**src/rtl/eq_ctrl_rx.sv**
```systemverilog
module eq_ctrl_rx #(
  parameter int SYNC_STAGES = 2,
  parameter int WORD_W      = 8
) (
  input  logic         clk,
  input  logic         rst_n,
  input  logic         ser_clk,
  input  logic         ser_data,
  input  logic         ser_stb,
  output logic [69:0]  band_db,
  output logic [83:0]  band_taps,
  output logic [13:0]  band_boost,
  output logic [3:0]   sel_band,
  output logic         range6_a,
  output logic         range6_b
);
  localparam int NB     = 14;
  localparam int PER_CH = NB / 2;

  function automatic logic [4:0] dec_gain(input logic [5:0] c);
    case (c)
      6'b000000: return {1'b1, 4'd0};
      6'b100000: return {1'b1, 4'd1};
      6'b010000: return {1'b1, 4'd2};
      6'b001000: return {1'b1, 4'd3};
      6'b000100: return {1'b1, 4'd4};
      6'b000010: return {1'b1, 4'd5};
      6'b010010: return {1'b1, 4'd6};
      6'b101010: return {1'b1, 4'd7};
      6'b010110: return {1'b1, 4'd8};
      6'b000001: return {1'b1, 4'd9};
      6'b101001: return {1'b1, 4'd10};
      6'b101101: return {1'b1, 4'd11};
      6'b101111: return {1'b1, 4'd12};
      default:   return {1'b0, 4'd0};
    endcase
  endfunction

  function automatic logic [5:0] enc_taps(input logic [3:0] m);
    case (m)
      4'd1:    return 6'b100000;
      4'd2:    return 6'b010000;
      4'd3:    return 6'b001000;
      4'd4:    return 6'b000100;
      4'd5:    return 6'b000010;
      4'd6:    return 6'b010010;
      4'd7:    return 6'b101010;
      4'd8:    return 6'b010110;
      4'd9:    return 6'b000001;
      4'd10:   return 6'b101001;
      4'd11:   return 6'b101101;
      4'd12:   return 6'b101111;
      default: return 6'b000000;
    endcase
  endfunction

  logic [SYNC_STAGES:0] ck_s, dt_s, sb_s;
  logic [WORD_W-1:0]    shreg;
  logic [NB-1:0][4:0]   gst;
  logic [3:0]           sel_q;
  logic                 rng_a, rng_b;

  always_ff @(posedge clk) begin
    if (!rst_n) begin
      ck_s <= '0;
      dt_s <= '0;
      sb_s <= '0;
    end else begin
      ck_s <= {ck_s[SYNC_STAGES-1:0], ser_clk};
      dt_s <= {dt_s[SYNC_STAGES-1:0], ser_data};
      sb_s <= {sb_s[SYNC_STAGES-1:0], ser_stb};
    end
  end

  wire ck_rise  = ck_s[SYNC_STAGES-1] & ~ck_s[SYNC_STAGES];
  wire stb_rise = sb_s[SYNC_STAGES-1] & ~sb_s[SYNC_STAGES];
  wire bit_in   = dt_s[SYNC_STAGES-1];

  always_ff @(posedge clk) begin
    if (!rst_n) shreg <= '0;
    else if (ck_rise) shreg <= {bit_in, shreg[WORD_W-1:1]};
  end

  wire       is_band = shreg[7];
  wire [4:0] gdec    = dec_gain(shreg[5:0]);
  wire       g_ok    = gdec[4];

  always_ff @(posedge clk) begin
    if (!rst_n) begin
      gst   <= '0;
      sel_q <= '0;
      rng_a <= 1'b0;
      rng_b <= 1'b0;
    end else if (stb_rise) begin
      if (is_band) begin
        rng_a <= shreg[5];
        rng_b <= shreg[4];
        sel_q <= (shreg[3:0] == 4'hF) ? 4'h0 : shreg[3:0];
      end else if (g_ok) begin
        for (int b = 0; b < NB; b++)
          if (sel_q == 4'(b + 1)) gst[b] <= {shreg[6], gdec[3:0]};
      end
    end
  end

  assign sel_band = sel_q;
  assign range6_a = rng_a;
  assign range6_b = rng_b;

  for (genvar b = 0; b < NB; b++) begin : g_band
    wire [3:0] mag  = gst[b][3:0];
    wire       half = (b < PER_CH) ? rng_a : rng_b;
    wire [3:0] shown = half ? (mag >> 1) : mag;
    assign band_db[b*5 +: 5]   = gst[b][4] ? {1'b0, shown} : -{1'b0, shown};
    assign band_taps[b*6 +: 6] = enc_taps(mag);
    assign band_boost[b]       = (mag != 4'd0) & gst[b][4];

    a_r9_flat_open: assert property (@(posedge clk) disable iff (!rst_n)
      (band_taps[b*6 +: 6] == 6'd0) |-> (band_db[b*5 +: 5] == 5'd0 && !band_boost[b]));
    a_r4_other_bands_hold: assert property (@(posedge clk) disable iff (!rst_n)
      (stb_rise && !is_band && sel_q != 4'(b + 1)) |=> $stable(gst[b]));
  end

  a_r3_sel_in_range: assert property (@(posedge clk) disable iff (!rst_n)
    sel_q <= 4'd14);
  a_r11_no_strobe_hold: assert property (@(posedge clk) disable iff (!rst_n)
    !stb_rise |=> ($stable(gst) && $stable(sel_q) && $stable(rng_a) && $stable(rng_b)));
  a_r6_bad_code_ignored: assert property (@(posedge clk) disable iff (!rst_n)
    (stb_rise && !is_band && !g_ok) |=> $stable(gst));
  a_r7_no_band_ignored: assert property (@(posedge clk) disable iff (!rst_n)
    (stb_rise && !is_band && sel_q == 4'd0) |=> $stable(gst));
endmodule

```
**config.mk**
```make
export PLATFORM = sky130hd
export DESIGN_NAME = eq_ctrl_rx
export DESIGN_NICKNAME = d
export VERILOG_FILES = /design/src/rtl/eq_ctrl_rx.sv
export SDC_FILE = /design/constraint.sdc
export NUM_CORES = 1
export LEC_CHECK = 0
export ABC_AREA = 1
export BUFFER_PORTS_ARGS = -buffer_cell sky130_fd_sc_hd__buf_2
export CAP_MARGIN = 20
export CORE_MARGIN = 2
export CORE_UTILIZATION = 35
export DETAILED_ROUTE_END_ITERATION = 10
export GPL_TIMING_DRIVEN = 0
export PLACE_DENSITY = 0.61
export SYNTH_ARGS = -nofsm -noshare
export SYNTH_HDL_FRONTEND = slang
export SYNTH_SLANG_ARGS = --single-unit
```
**constraint.sdc**
```tcl
create_clock -name clk -period 2.8 [get_ports clk]
set_clock_uncertainty 0.05 [all_clocks]
set_input_delay 0.56 -clock clk [delete_from_list [all_inputs] [get_ports clk]]
set_output_delay 0.56 -clock clk [all_outputs]
set_load 0.005 [all_outputs]
```
# Word-level counts from Yosys, hierarchy flattened
# Memory sizes are Yosys's and may differ from the RTL's. A register that Yosys moved wholly into a read port is not among the register bits.
# Cells that the tools add are included.
[classes] addsub=14 eq_ne=15 muxes=59 bitwise_logic=19 reduce_logical=29
[ops] operator="$mux 4" n=43
[ops] operator="$mux 5" n=14
[ops] operator="$neg 4->5" n=14
[ops] operator="$reduce_and 4->1" n=14
[ops] operator="$reduce_bool 4->1" n=14
[ops] operator="$eq 4x4->1 const B" n=8
[ops] operator="$and 1x1->1" n=16
[ops] operator="$eq 4x3->1 const B" n=4
[ops] operator="$mux 6" n=2
[ops] operator="$eq 4x2->1 const B" n=2
[ops] operator="$eq 4x1->1 const B" n=1
[ops] operator="$not 1->1" n=3
[ops] operator="$reduce_and 2->1" n=1
[totals] regBits=92 mem_bits_ro=1664 output_inout_bits=174 elab_cells=172 mem_count=15
[mem_list] memory="(no name shown)" depth=64 width=5 read_ports=1 rd_clocked_by_memory_dff=1 write_ports=0 line="21" rtl="case (c)"
[mem_list] memory="(no name shown)" depth=16 width=6 read_ports=1 rd_clocked_by_memory_dff=1 write_ports=0 line="40" rtl="case (m)"
[mem_list] memory="(no name shown)" depth=16 width=6 read_ports=1 rd_clocked_by_memory_dff=1 write_ports=0 line="40"
[mem_list] memory="(no name shown)" depth=16 width=6 read_ports=1 rd_clocked_by_memory_dff=1 write_ports=0 line="40"
[mem_list] memory="(no name shown)" depth=16 width=6 read_ports=1 rd_clocked_by_memory_dff=1 write_ports=0 line="40"
[mem_list] memory="(no name shown)" depth=16 width=6 read_ports=1 rd_clocked_by_memory_dff=1 write_ports=0 line="40"
[mem_list] memory="+9 memories"

# Longest topological paths before layout
[logic_depth] word_depth=5 ltp_mapped=15

# Worst setup path before layout
# No wires, ideal clock.
[synth_path] kind="input-to-reg" startpoint="input port rst_n" endpoint="register g_ok (netlist name)" setup_time_ns=0.120 arrival_ns=2.003 required_time_ns=2.630 setup_slack_ns=0.626 cell_stages=11 path_buffers=2 cell_sequence="buf_2 > inv_1 > clkbuf_1 > nor3_1 > inv_1 > ha_1 > nand2_1 > nand2_1 > nand2_1 > nand2_1 > nand3_1"
[synth_via] elab_chain_len=1
[synth_rtl] item="start: declaration" line="6" rtl="input logic rst_n,"
[synth_rtl] item="$mux 6 (no source line)"
# Every way passes these cells.
# A chain may end at the register's enable or synchronous reset.

# Worst setup path in the final report
[layout_path] startpoint="register rng_a, in the netlist range6_a" endpoint="output port band_db[22]"
[layout_via] elab_chain_len=3
[layout_rtl] item="start: declaration" line="61" rtl="logic rng_a, rng_b;"
[layout_rtl] item="start signal: assignment" line="96" rtl="rng_a <= shreg[5];"
[layout_rtl] item="$mux 4 *" line="113" rtl="wire [3:0] shown = half ? (mag >> 1) : mag;"
[layout_rtl] item="$neg 4->5" line="114" rtl="assign band_db[b*5 +: 5] = gst[b][4] ? {1'b0, shown} : -{1'b0, shown};"
[layout_rtl] item="$mux 5 *" line="114"
[layout_rtl] item="end: declaration" line="10" rtl="output logic [69:0] band_db,"
# Mark *: on every way between the ends. The rest lies on a longest branch, timed or not.

==> impl_metrics.tcl <==
set metrics [dict create \
    post-route-min-period_ns 2.696 \
    postLayoutCellArea_mm2 0.01213 \
    ys_warn_count 0 \
    cp.required_ns 2.19 \
    yosys.area.top_type_share_pct 35.89 \
    hold_viol_final 0 \
    p_per_area_mw_per_mm2 441.6 \
    finalWorstSetupSlack_ns 0.1042 \
    arrival_ns 2.09 \
    place_ws_ns -0.2583 \
    wl_per_cell_um 14.45 \
    numCtsBuffers 17 \
    synth_most_common_cell "nand2_1" \
    drv_cap 0 \
    clockBufferDepth 2 \
    worst_setup_path_start_kind "flip-flop" \
    yosysSeqAreaShare_pct 35.89 \
    critPathTopFamily "buffers and inverters" \
    crit_path_top_delay_cell "dfxtp_2" \
    fin_hold_ws_ns 0.2491 \
    grt_pass1_wl_um 45560 \
    num_rows 62 \
    grt_pass1_vias 8926 \
    finalNetCount 1695 \
    hpwl_um 21890 \
    antenna_cells 0 \
    synth_cells 1424 \
    crit_fanout 10 \
    final.period_utilization_pct 96.28 \
    drive_above_1_share_pct 22.08 \
    ys_top_cells_by_count "382 x nand2_1, 214 x inv_1, 181 x dfxtp_1, 98 x o21ai_0, 84 x nand3_1" \
    initial_core_util_pct 35.36 \
    grt_max_degree 19 \
    path_cells "clkbuf_4, nand2_1, o21ai_1, ha_1, nor2_1, xnor2_1, inv_1, buf_2" \
    synth_area_leaders "dfxtp_1 36%, nand2_1 14%, ha_1 8.4%, inv_1 8.0%, o21ai_0 4.9%" \
    yosysTopAreaCell "dfxtp_1" \
    finalSetupViolCount 0 \
    syn_area_per_cell_um2 7.089 \
    synth-async-reset-ratio_pct 0 \
    synthDistinctLibCells 40 \
    hp-class "input pin to flip-flop" \
    place_area_mm2 0.01146 \
    dr.pass1.iters 5 \
    ctsHoldBuffers 0 \
    grt_overflow 0 \
    critPathMaxStageDelay_ns 0.41 \
    antenna_found_initial 0 \
    io_buffers 177 \
    drtAntennaViolNets 0 \
    synth_top_flop_cell "dfxtp_1" \
    insertion_delay_ns 0.45 \
    ir_drop_mv 0.3668 \
    clock_sinks 181 \
    drcViolationCount 0 \
    cts_tree "done" \
    via_per_inst 4.752 \
    slew-limit-headroom_pct 38.68 \
    slew_viol_final 0 \
    worst_slew_pin_slew_ns 0.9198 \
    synth_edf_count 0 \
    placed_cells 1985 \
    die_h_um 173.8 \
    die_area_mm2 0.03022 \
    io-pin-count 179 \
    initialDrtViolationCount 772 \
    area_delta_synth_final_pct 20.17 \
    clk_pin_slew_ns 0.08 \
    synth_area_mm2 0.01009 \
    syn-num-nets 1497 \
    routabilityCongestion 0.8828 \
    vias 9595 \
    die_width_um 173.8 \
    worstSetupPathType "flip-flop to output pin" \
    endpoint_kind "output pin" \
    grt_usage_pct 19.10 \
    ys_ff_latch 181 \
    finalPower_mw 5.357 \
    stdcell_count 2019 \
    core_area_mm2 0.02855 \
    status "completed" \
    rsz0062_at_grt "yes" \
    max_freq_mhz 370.9 \
    leakage_nw 6.748 \
    htree_levels 4 \
    drt_wl_total_um 29180 \
    cts-root-buf "clkbuf_16" \
    crit_buf_inv 3 \
]
flip-flops by register name (all words and copies together) (netlist names):
register	flops
sb_s	3
sel_band	4
shreg	8
g_ok	1
range6_b	1
g_band.mag	56
ck_s	3
dt_s	2
band_taps	84
gst	14
range6_a	1
gdec	4
cell families after synthesis:
logic type | Yosys count | share of synthesized area (%)
buffers and inverters | 286 | 11.17
adders and majority gates | 68 | 8.428
DFF | 181 | 35.89
AOI/OAI and AO/OA | 188 | 10.30
and+or+nand+nor | 673 | 31.78
xor gates and xnor gates | 28 | 2.429
report_power, final:
group / leakage (nW) / switching (mW) / internal [mW] / total, mW
clock network: 0.295 / 1.17 / 1.30 / 2.47
logic: 4.99 / 0.209 / 0.0774 / 0.287
registers: 1.46 / 0.0132 / 2.59 / 2.60
total: 6.75 / 1.39 / 3.96 / 5.36
final cells by class:
class | instances | area (um^2)
inverter | 249 | 939.7
clock buffer | 18 | 439.2
multi-input combinational | 957 | 5358
buffer | 37 | 234.0
sequential | 181 | 3625
fill | 3002 | 16420
clock inverter | 14 | 153.9
timing repair buffer | 179 | 900.9
tap | 384 | 480.5
path summary, 6_finish.rpt:
kind	endpoint	cells past startpoint	start	slack, ns
hold reg to reg	ck_s[1]$_SDFF_PN0_	2	ck_s[0]$_SDFF_PN0_	0.37
hold / removal	ck_s[0]$_SDFF_PN0_	3	ser_clk	0.25
setup reg to reg	band_taps[69]$_DFF_P_	12	sel_band[0]$_SDFFE_PN0P_	0.21
setup / recovery	band_db[22]	8	range6_a$_SDFFE_PN0P_	0.10
worst register-to-register path, cell delays in order, from the launching register on:
cell and delay (ns):
dfxtp_1 0.35, nor2_1 0.26, buf_2 0.33, nand3_4 0.18, inv_2 0.11, nor2_1 0.05
nor3_1 0.35, inv_1 0.16, ha_1 0.25, nand4_1 0.16, nand2_1 0.08, nand2_1 0.08
nand2_1 0.07
per-stage QoR:
step	utilization, %	TNS (ns)
global route	42.49	-0.04415
CTS	42.37	0
finish	42.49	0
detailed placement	40.15	-2.239
floorplan	-	0
global placement	40.15	-2.139
cells in the final DEF, fill, tap and decap left out, drive strengths merged:
cell | Yosys | final
or2 | 3 | 3
a31oi | 15 | 15
buf | 20 | 200
nand3 | 117 | 117
dfxtp | 181 | 181
o21ai | 111 | 111
ha | 68 | 68
xor2 | 16 | 16
nor4 | 6 | 6
nor2 | 99 | 99
o211ai | 5 | 5
nand2 | 404 | 404
o22ai | 1 | 1
bufinv | 0 | 1
a41oi | 8 | 8
nand4 | 31 | 31
xnor2 | 12 | 12
a21oi | 46 | 46
clkbuf | 17 | 34
o31ai | 2 | 2
inv | 248 | 258
clkinv | 1 | 4
nor3 | 12 | 12
nand3b | 1 | 1
routing by layer:
metal / global-route usage [%] / share of wire [%]
met4: 5.707 / 1.5
met2: 33.20 / 48
met1: 24.10 / 45
met3: 3.399 / 5.0
met5: 0 / 0
timing repair:
action | CTS | global route
hold endpoints to repair | 0 | 0
pin swaps | 0 | 1
resized for setup | 22 | 18
buffers inserted | 0 | 2
endpoints found under the setup margin | 52 | 17
Power figures use the tool's default switching activity.
